==> src/rtl/snn_bwd_pkg.sv <==
package snn_bwd_pkg;

    localparam int TIME_W = 4;
    localparam logic [TIME_W-1:0] TIME_MAX = {TIME_W{1'b1}};

    typedef enum logic [1:0] {
        SEQ_IDLE = 2'd0,
        SEQ_RUN  = 2'd1,
        SEQ_FIN  = 2'd2
    } seq_state_e;

    // One neuron's scheduled backward event
    typedef struct packed {
        logic              armed;    // a spike will be issued
        logic              late;     // actual later than target
        logic [TIME_W-1:0] fire_at;  // backward step of the spike
    } bwd_slot_t;

    // Absolute difference of two times; late flag tells the sign
    function automatic logic [TIME_W:0] time_delta(input logic [TIME_W-1:0] a,
                                                   input logic [TIME_W-1:0] b);
        logic              later;
        logic [TIME_W-1:0] mag;
        later = (a > b);
        mag   = later ? (a - b) : (b - a);
        return {later, mag};
    endfunction

endpackage

==> src/rtl/bwd_err_unit.sv <==
module bwd_err_unit
    import snn_bwd_pkg::*;
#(
    parameter int ERR_SHIFT = 0
) (
    input  logic [TIME_W-1:0] act_t,
    input  logic              act_ok,
    input  logic [TIME_W-1:0] tgt_t,
    input  logic              tgt_ok,
    output bwd_slot_t         slot
);
    logic [TIME_W-1:0] eff_t;
    logic [TIME_W:0]   delta;
    logic [TIME_W-1:0] mag_sh;

    always_comb begin
        // a silent neuron counts as firing at the last step
        eff_t        = act_ok ? act_t : TIME_MAX;
        delta        = time_delta(eff_t, tgt_t);
        mag_sh       = delta[TIME_W-1:0] >> ERR_SHIFT;
        slot.late    = delta[TIME_W];
        slot.fire_at = TIME_MAX - mag_sh;
        slot.armed   = tgt_ok && (mag_sh != '0);
    end
endmodule

==> src/rtl/bwd_slot.sv <==
module bwd_slot
    import snn_bwd_pkg::*;
(
    input  logic              clk,
    input  logic              rst,
    input  logic              load,
    input  bwd_slot_t         slot_in,
    input  logic              running,
    input  logic [TIME_W-1:0] t_now,
    output logic              spike,
    output logic              pol
);
    bwd_slot_t held;

    always_ff @(posedge clk) begin
        if (rst) begin
            held <= '0;
        end else if (load) begin
            held <= slot_in;
        end
    end

    always_comb begin
        spike = running && held.armed && (held.fire_at == t_now);
        pol   = spike && held.late;
    end
endmodule

==> src/rtl/bwd_sequencer.sv <==
module bwd_sequencer
    import snn_bwd_pkg::*;
(
    input  logic              clk,
    input  logic              rst,
    input  logic              start,
    output logic              load,
    output logic              running,
    output logic              finished,
    output logic [TIME_W-1:0] t_now
);
    seq_state_e state;

    assign load     = (state == SEQ_IDLE) && start;
    assign running  = (state == SEQ_RUN);
    assign finished = (state == SEQ_FIN);

    always_ff @(posedge clk) begin
        if (rst) begin
            state <= SEQ_IDLE;
            t_now <= '0;
        end else begin
            unique case (state)
                SEQ_IDLE: begin
                    t_now <= '0;
                    if (start) state <= SEQ_RUN;
                end
                SEQ_RUN: begin
                    if (t_now == TIME_MAX) state <= SEQ_FIN;
                    else                   t_now <= t_now + TIME_W'(1);
                end
                SEQ_FIN: begin
                    state <= SEQ_IDLE;
                    t_now <= '0;
                end
                default: state <= SEQ_IDLE;
            endcase
        end
    end
endmodule

==> src/rtl/spike_err_encoder.sv <==
module spike_err_encoder
    import snn_bwd_pkg::*;
#(
    parameter int N_NEUR    = 10,
    parameter int ERR_SHIFT = 0
) (
    input  logic                     clk,
    input  logic                     rst,
    input  logic                     start,
    input  logic [N_NEUR*TIME_W-1:0] act_time,
    input  logic [N_NEUR-1:0]        act_vld,
    input  logic [N_NEUR*TIME_W-1:0] tgt_time,
    input  logic [N_NEUR-1:0]        tgt_vld,
    output logic [N_NEUR-1:0]        bwd_spike,
    output logic [N_NEUR-1:0]        bwd_pol,
    output logic [TIME_W-1:0]        bwd_time,
    output logic                     bwd_busy,
    output logic                     bwd_done
);
    logic load, running, finished;
    logic [TIME_W-1:0] t_now;

    bwd_sequencer seq_i (
        .clk      (clk),
        .rst      (rst),
        .start    (start),
        .load     (load),
        .running  (running),
        .finished (finished),
        .t_now    (t_now)
    );

    for (genvar i = 0; i < N_NEUR; i++) begin : g_neur
        bwd_slot_t slot_c;

        bwd_err_unit #(.ERR_SHIFT(ERR_SHIFT)) err_i (
            .act_t  (act_time[i*TIME_W +: TIME_W]),
            .act_ok (act_vld[i]),
            .tgt_t  (tgt_time[i*TIME_W +: TIME_W]),
            .tgt_ok (tgt_vld[i]),
            .slot   (slot_c)
        );

        bwd_slot slot_i (
            .clk     (clk),
            .rst     (rst),
            .load    (load),
            .slot_in (slot_c),
            .running (running),
            .t_now   (t_now),
            .spike   (bwd_spike[i]),
            .pol     (bwd_pol[i])
        );
    end

    assign bwd_time = t_now;
    assign bwd_busy = running;
    assign bwd_done = finished;
endmodule

==> config.mk <==
export PLATFORM = sky130hd
export DESIGN_NAME = spike_err_encoder
export DESIGN_NICKNAME = d
export VERILOG_FILES = /design/src/rtl/snn_bwd_pkg.sv /design/src/rtl/bwd_err_unit.sv /design/src/rtl/bwd_slot.sv /design/src/rtl/bwd_sequencer.sv /design/src/rtl/spike_err_encoder.sv
export SDC_FILE = /design/constraint.sdc
export NUM_CORES = 1
export LEC_CHECK = 0
export BUFFER_PORTS_ARGS = -buffer_cell sky130_fd_sc_hd__buf_2
export CAP_MARGIN = 0
export CORE_ASPECT_RATIO = 0.8
export CORE_MARGIN = 10
export CORE_UTILIZATION = 62
export CTS_CLUSTER_DIAMETER = 100
export CTS_CLUSTER_SIZE = 20
export DETAILED_ROUTE_END_ITERATION = 7
export MAX_ROUTING_LAYER = met4
export PLACE_DENSITY = 0.88
export REMOVE_ABC_BUFFERS = 1
export SETUP_SLACK_MARGIN = 0.2
export SLEW_MARGIN = 20
export SYNTH_ARGS = -nofsm -noshare
export SYNTH_HDL_FRONTEND = slang
export SYNTH_SLANG_ARGS = --single-unit
==> constraint.sdc <==
create_clock -name clk -period 7.6 [get_ports clk]
set_clock_uncertainty 0.1 [all_clocks]
set_input_delay 1.14 -clock clk [delete_from_list [all_inputs] [get_ports clk]]
set_output_delay 1.14 -clock clk [all_outputs]
set_load 0.05 [all_outputs]
==> metrics.txt, run 1 <==
critical path's top delay family flip-flops; switching power 401 uW; WP data required approximately 6.4 ns; dominant register cell in the synthesized netlist dfxtp_1; setup TNS 0 ns; maximum number of pins on one net before global-route repair 83; hold_buf cts 0; share of the synthesized area in the top cell type roughly 19%; CP Capture Type output pin; Comb power frac between 30% and 40%; CTS root buffer clkbuf_16; clk_lat worst skew ~0.33 ns; row cnt 34; Remaining Overflow, GRT 0; post-CTS sizing 0; Startpoint Class register; number of synthesized register bits 66; first-pass GRT wire length approximately 26000 um; multi-input logic area 4860 sq um; Die Span Y 114 um; Syn Area/Cell 8.09 sq um; Max-cap violations 0; P&R area growth vs syn 12.4%; initial antenna violation count 0; crit path time final 3.59 ns; Worst Tran Pin Value a little over 0.9 ns; Bufs and invs on worst path 1; simple-gate share of the synthesized area 21.9%; CP peak stage delay 0.88 ns; Leakage Power approximately 0.0039 uW; Clock Sinks 66; ratio of final minimum period to clock period between 40% and 50%; CTS Buf Count 9; drt pass-1 iters 5; PortBufs about 130; crit path max-delay cell type dfxtp_1; vias in the first global route approximately 5.9k; RSZ-0062 raised after global routing false; CP arrival 2.35 ns; Max Buffers Root-to-Sink 2; WL final roughly 15000 um; placed insts approximately 1.1k; Clk pin slew, worst setup/hold paths 0.05 ns; register area share after synthesis roughly a fifth; compound-gate portion of the synthesized area around 17%; per-cell routed wire length roughly 14 um; mux share of post-synthesis cell area between 3 and 4%; Async SR Flop Fraction 0%; Clk network pwr share about a third; yosys warns 0; GRT Total Usage 20.3%; count leader, synth nand2_1; initial core utilization around 63%; cell internal pwr between 800 and 900 uW; number of synthesized flops with an enable pin 0; core footprint ~11000 sq um; Reg area between 1000 and 1500 sq um; fillers about 900; total number of vias around 5.9k; Placer Congestion between 0.9 and 1; DP HPWL 11800 um; Rel. slew slack between 30% and 40%; XOR/XNOR Fraction of Synth Area 7.99%; Min-Delay Path Class register to register; ratio of cells with drive above 1 in the final layout 18.7%; fin cells between 1k and 1.5k; CTS tree done; NumNets Final 1131; ant diodes 0; sw frac between 30% and 40%; setup bufs post-CTS 0; Pwr per Cell Area approximately 160 nW/um^2; CP Max Fanout 14; Fin. Hold Viols 0; Mapped Area 6800 sq um; 1st-iter DRT viols between 300 and 400; status finished, final reports clean; area leader, netlist dfxtp_1; Routed Antenna Nets 0; # IOs about 130; die area 15600 sq um; Fmax roughly 280 MHz; Synth Area in Adders a little over a fifth; Peak supply drop approximately 160 uV; crit path kind register to output pin; crit-path cells xnor2_1 > nand3_1 > nor4_1 > and2_1 > buf_2; DRC 0; largest family of logic cells by synthesized area simple AND/OR/NAND/NOR gates; Vias per Instance between 5 and 6; H-Tree Depth 3; sequential share of power approximately 32%; Yosys cell types 55; Syn Inst Count 840; max-slew violations 0; width of the die about 140 um; Final setup violation count 0; Synth top cells by count 89 x nand2_1, 83 x inv_1, 81 x ha_1, 66 x dfxtp_1, 52 x a21oi_1; top cells by area, synth dfxtp_1 19%, ha_1 15%, fa_1 5.9%, xor2_1 5.8%, nand2_1 4.9%
==> power by group through the flow <==
stage / clock network, uW / logic (uW) / registers, uW
6_report: 416 / 422 / 400
5_1_grt: 443 / 475 / 404
4_1_cts: 425 / 421 / 400
3_5_place_dp: 0 / 415 / 407
3_3_place_gp: 0 / 404 / 405
2_1_floorplan: 0 / 311 / 403
==> state kept, by name, indices dropped and copies added, names as in the netlist <==
| name | count |
|---|---|
| seq_i.t_now | 4 |
| seq_i.state | 2 |
| g_neur.slot_i.held | 60 |
==> logic make-up after synthesis <==
logic type               after synthesis
buffers and inverters                138
adder cells (fa/ha/maj)              101
AND/OR/NAND/NOR                      290
AO/OA/AOI/OAI                        158
multiplexers                          25
XOR/XNOR                              62
flip-flops                            66
==> routing by layer <==
layer	vias to the layer above	share of wire, %	wire length, um	global-route usage (%)
li1	3002	-	-	-
met1	2729	45	6950	24.8
met2	157	48	7400	33.8
met3	15	5.9	905	4.39
met4	0	0.77	118	3.93
met5	-	0	0	-
==> metrics by stage <==
stage	power [uW]	utilization, %	setup WS (ns)	hold slack (ns)	area [sq um]
2_1_floorplan	714	-	2.59	0.326	6490
3_3_place_gp	809	67.9	4.13	0.341	7330
3_5_place_dp	822	67.9	3.98	0.344	7330
4_1_cts	1250	70.7	3.71	0.351	7640
5_1_grt	1320	70.7	3.84	0.372	7640
6_report	1240	70.7	4.01	0.352	7640
==> cell type report <==
| type | instances | area share (%) |
|---|---|---|
| Sequential cell | 66 | 17.3 |
| Clock buffer | 12 | 3.36 |
| Clock inverter | 4 | 0.655 |
| Timing Repair Buffer | 131 | 8.68 |
| Tap cell | 144 | 2.36 |
| Inverter | 83 | 4.08 |
| Multi-Input combinational cell | 636 | 63.6 |
==> worst reg2reg max path: stages (launching register included) <==
cell	delay, ns
dfxtp_1	0.40
nor2_1	0.09
nand2_2	0.41
buf_4	0.46
nand2_1	0.13
nand2_1	0.08
a21oi_1	0.04
a221oi_1	0.25
==> worst paths after layout <==
kind / startpoint / to / slack (ns) / cells after the start
worst min register to register: g_neur[0].slot_i.held[4]$_SDFFE_PP0P_ / g_neur[0].slot_i.held[4]$_SDFFE_PP0P_ / 0.35 / 2
worst max register to register: seq_i.state[0]$_SDFFE_PP0P_ / g_neur[7].slot_i.held[5]$_SDFFE_PP0P_ / 5.53 / 7
worst max-delay path: seq_i.t_now[1]$_SDFFE_PP0P_ / bwd_pol[1] / 4.01 / 5
worst min-delay path: g_neur[0].slot_i.held[4]$_SDFFE_PP0P_ / g_neur[0].slot_i.held[4]$_SDFFE_PP0P_ / 0.35 / 2
==> cell usage in the layout, fill, tap and decap left out, drive strengths merged, types with 18 or more instances in the layout <==
cell type,instances
a21oi,52
mux2i,18
buf,131
ha,81
inv,83
nand2b,48
xor2,45
fa,20
dfxtp,66
nand2,89
nor2,47
o21ai,20
No activity file was read; power rests on OpenSTA's default activity.
==> inputs of run 2 (changes only) <==
- CORE_UTILIZATION: 62 -> 52
- PLACE_DENSITY: 0.88 -> 0.79
- clock period: 7.6 -> 3.3 ns (I/O delays scaled with it)
==> run 2 against run 1 <==
Clock power up 120%. Non-clock buffer count up 7. Combinational power up 130%. Largest power group unchanged. Critical path type unchanged. Critical endpoint unchanged.
==> metrics.txt, run 2 (synthesis results as in run 1) <==
vias in the first global route approximately 5.8k; crit-path cells buf_4 > xor2_1 > nor4_1 > and2_1 > buf_2; row cnt 37; max reg flops 60; DRC 0; CP arrival between 2 and 2.5 ns; maximum number of pins on one net before global-route repair 41; width of the die between 100 and 150 um; P&R area growth vs syn 14.1%; crit path max-delay cell type dfxtp_1; setup bufs post-CTS 0; hold_buf cts 0; CP peak stage delay roughly 0.6 ns; RSZ-0062 raised after global routing false; Vias per Instance 5.23; PortBufs 128; WL final about 15000 um; sequential share of power about a third; commonest non-fill, non-tap cells in the layout 128 x buf_2, 88 x nand2_1, 83 x inv_1, 81 x ha_1, 66 x dfxtp_1; # IOs ~130; Max Buffers Root-to-Sink 2; Leakage Power slightly below 0.004 uW; CP Capture Type output pin; drt pass-1 iters 5; sw frac between 30% and 40%; crit path kind register to output pin; commonest non-fill, non-tap cell in the layout buf_2; Remaining Overflow, GRT 0; crit path time final slightly below 3 ns; Peak supply drop between 200 and 250 uV; ratio of final minimum period to clock period 87.4%; switching power about 900 uW; Fmax approximately 350 MHz; post-CTS sizing 0; CTS Buf Count 9; Final setup violation count 0; CTS root buffer clkbuf_16; fillers roughly 1.2k; core footprint around 13000 sq um; NumNets Final 1138; Rel. slew slack 56.3%; initial core utilization a little over half; CTS tree done; first-pass GRT wire length about 26000 um; WP data required 2.70 ns; Comb power frac ~35%; per-cell routed wire length 13.5 um; Startpoint Class register; total number of vias approximately 5.8k; Worst Tran Pin Value between 0.6 and 0.7 ns; multi-input logic area approximately 4900 sq um; 1st-iter DRT viols 223; Routed Antenna Nets 0; cell internal pwr around 1900 uW; ratio of cells with drive above 1 in the final layout roughly a fifth; clk_lat worst skew about 0.32 ns; Pwr per Cell Area 364 nW/um^2; Clk pin slew, worst setup/hold paths 0.05 ns; critical path's top delay family simple AND/OR/NAND/NOR gates; Clock Sinks between 60 and 70; die area approximately 18000 sq um; GRT Total Usage 17.1%; Placer Congestion roughly 0.87; status finished, final reports clean; H-Tree Depth 3; Max-cap violations 0; max-slew violations 0; initial antenna violation count 0; Fin. Hold Viols 0; Min-Delay Path Class input pin to register; Bufs and invs on worst path 2; Die Span Y around 120 um; Reg area around 1300 sq um; ant diodes 0; Clk network pwr share 33.0%; CP Max Fanout 10; Regs by FF count g_neur.slot_i.held x60, seq_i.t_now x4, seq_i.state x2; overall power 2820 uW; final hold slack between 0.3 and 0.4 ns; Most flops, register g_neur.slot_i.held; DP HPWL roughly 12000 um
## run 2: changes by cell type in the layout (fill, tap and decap cells not counted), moves of 2 or more
cell        delta
buf_12         +2
clkinvlp_4     -2
clkbuf_8       +3
buf_4          +5
## run 2: worst min-delay path, cell delays in order
cell and delay (ns):
buf_2 0.10, nand2_1 0.05, a221oi_1 0.07
## run 2: metrics by stage
step                std cells  cell area (sq um)  setup WS (ns)  TNS, ns  utilization [%]
detailed placement       1098               7450          0.348        0             58.1
floorplan                 785               6490          -1.07   -15.31                -
global placement         1098               7450          0.482        0             58.1
CTS                      1114               7750          0.414        0             60.5
global route             1114               7750          0.299        0             60.5
finish                   1114               7750          0.417        0             60.5
## run 2: layout make-up
| type | count | area share [%] |
|---|---|---|
| Inverter | 83 | 4.02 |
| Tap cell | 175 | 2.82 |
| Timing Repair Buffer | 138 | 9.55 |
| Multi-Input combinational cell | 636 | 62.7 |
| Clock inverter | 1 | 0.0646 |
| Clock buffer | 15 | 3.84 |
| Sequential cell | 66 | 17.0 |
## run 2: power by group through the flow
| stage | clock network, uW | logic, uW | registers [uW] |
|---|---|---|---|
| 2_1_floorplan | 0 | 716 | 928 |
| 4_1_cts | 944 | 976 | 916 |
| 3_5_place_dp | 0 | 970 | 933 |
| 3_3_place_gp | 0 | 950 | 931 |
| 6_report | 930 | 973 | 916 |
| 5_1_grt | 986 | 1100 | 924 |
## run 2: path summary, 6_finish.rpt
check        slack [ns]                                    end                                  start  cells after the start
min reg2reg        0.35  g_neur[6].slot_i.held[4]$_SDFFE_PP0P_  g_neur[6].slot_i.held[4]$_SDFFE_PP0P_                      2
max reg2reg        1.16  g_neur[8].slot_i.held[5]$_SDFFE_PP0P_            seq_i.state[0]$_SDFFE_PP0P_                      7
max                0.42                             bwd_pol[1]            seq_i.t_now[2]$_SDFFE_PP0P_                      5
min                0.35  g_neur[5].slot_i.held[5]$_SDFFE_PP0P_                             tgt_vld[5]                      3
## run 2: layer usage
metal | vias to the layer above | wire length, um | track usage, %
li1 | 3016 | - | -
met1 | 2652 | 7230 | 21.7
met2 | 145 | 6950 | 28.1
met3 | 11 | 781 | 3.64
met4 | 0 | 94 | 2.78
met5 | - | 0 | -
==> inputs of run 3 (changes only) <==
- CORE_MARGIN: 10 -> unset
==> run 3 against run 2 <==
Routed wire length fell by 7.8%. Clock-buffer cell count is 4 lower. Cell count barely moved. Critical path type unchanged.
==> metrics.txt, run 3 (synthesis results as in run 1) <==
Most flops, register g_neur.slot_i.held; commonest non-fill, non-tap cell in the layout buf_2; final hold slack 0.344 ns; Max-cap violations 0; core footprint between 10000 and 15000 sq um; Regs by FF count g_neur.slot_i.held x60, seq_i.t_now x4, seq_i.state x2; Leakage Power 0.00395 uW; Bufs and invs on worst path 2; multi-input logic area 4860 sq um; fin cells between 1k and 1.5k; status finished, final reports clean; CP Capture Type output pin; max-slew violations 0; 1st-iter DRT viols ~220; CP arrival 2.26 ns; ratio of final minimum period to clock period between 80% and 90%; CP peak stage delay ~0.57 ns; Clk pin slew, worst setup/hold paths around 0.05 ns; CTS Buf Count 9; P&R area growth vs syn 14.4%; Clock Sinks between 60 and 70; RSZ-0062 raised after global routing false; Max Buffers Root-to-Sink 2; total number of vias just under 6k; Fmax approximately 350 MHz; clk_lat worst skew between 0.3 and 0.4 ns; Routed Antenna Nets 0; Pwr per Cell Area ~370 nW/um^2; Startpoint Class register; final setup margin 0.443 ns; initial antenna violation count 0; fillers 1111; Finished Cell Area approximately 7800 sq um; Peak supply drop 234 uV; ant diodes 0; R2R setup slack about 1.3 ns; vias in the first global route 5444; drt pass-1 iters 4; max reg flops 60; Clk network pwr share between 30% and 40%; cell internal pwr between 1500 and 2000 uW; sequential share of power roughly a third; met3 Use GR ~3.8%; routing usage on met1 between 20% and 30%; maximum number of pins on one net before global-route repair 46; ratio of cells with drive above 1 in the final layout roughly a fifth; DRC 0; row cnt 36; H-Tree Depth 3; WP data required ~2.7 ns; Die Span Y about 100 um; PortBufs approximately 130; crit-path cells buf_4 > xor2_1 > nor4_1 > and2_1 > buf_2; Comb power frac 34.2%; Final setup violation count 0; DP HPWL 11100 um; first-pass GRT wire length around 24000 um; Vias per Instance 5.29; crit path max-delay cell type dfxtp_1; crit path time final 2.86 ns; CP Max Fanout 9; Rel. slew slack 55.2%; Placer Congestion 0.904; Reg area about 1300 sq um; setup bufs post-CTS 0; width of the die about 130 um; hold_buf cts 0; Remaining Overflow, GRT 0; post-CTS sizing 0; # IOs 129; Fin. Hold Viols 0; NumNets Final 1141; CTS root buffer clkbuf_16; switching power about 900 uW; Worst Tran Pin Value slightly below 0.7 ns; per-cell routed wire length between 10 and 15 um; die area 13500 sq um; GRT Total Usage a little over a fifth; GRT busiest layer met2; crit path kind register to output pin; met2 Track Usage GR a little over a third; placed inst area between 7000 and 8000 sq um; placed insts 1097; sw frac 31.9%; WL final ~14000 um; Final Core Density between 60 and 70%; setup slack at placement approximately 0.38 ns; critical path's top delay family simple AND/OR/NAND/NOR gates; CTS tree done; commonest non-fill, non-tap cells in the layout 128 x buf_2, 88 x nand2_1, 83 x inv_1, 81 x ha_1, 66 x dfxtp_1; Min-Delay Path Class input pin to register; initial core utilization 54.5%
==> run 3: per-layer routing <==
layer  routed length [um]  vias to the layer above
li1                     -                     3023
met1                 6820                     2712
met2                 6250                      138
met3                  754                       10
met4                   55                        0
met5                    0                        -
==> run 3: through the flow <==
stage / setup TNS (ns) / total power (uW)
CTS: 0 / 2870
global placement: 0 / 1880
finish: 0 / 2840
global route: 0 / 3030
detailed placement: 0 / 1900
floorplan: -15.31 / 1640
==> run 3: cell type report <==
class,count,area share [%]
clock buffers,11,3.25
clock inverters,5,0.676
inverters,83,4.01
multi-input cells,636,62.5
flip-flops and latches,66,17.0
well taps,171,2.75
repair buffers,141,9.82
==> run 3: power groups by stage <==
stage	sequential [uW]	combinational [uW]	clock (uW)
5_1_grt	924	1100	1010
2_1_floorplan	928	716	0
3_3_place_gp	932	951	0
3_5_place_dp	933	970	0
4_1_cts	917	976	975
6_report	916	972	951
==> run 3: final timing paths <==
check	depth (start not counted)	from	end
hold / removal	3	tgt_vld[5]	g_neur[5].slot_i.held[5]$_SDFFE_PP0P_
setup reg to reg	7	seq_i.state[0]$_SDFFE_PP0P_	g_neur[8].slot_i.held[5]$_SDFFE_PP0P_
setup / recovery	5	seq_i.t_now[0]$_SDFFE_PP0P_	bwd_pol[3]
hold reg to reg	2	g_neur[2].slot_i.held[4]$_SDFFE_PP0P_	g_neur[2].slot_i.held[4]$_SDFFE_PP0P_
==> run 3: worst register-to-register path: stages, from the launching register on <==
cell and delay, ns:
dfxtp_1 0.40, nor2_1 0.09, nand2_2 0.43, buf_4 0.40, nand2_1 0.12, nand2_1 0.07, nor3_1 0.05, a221oi_1 0.28
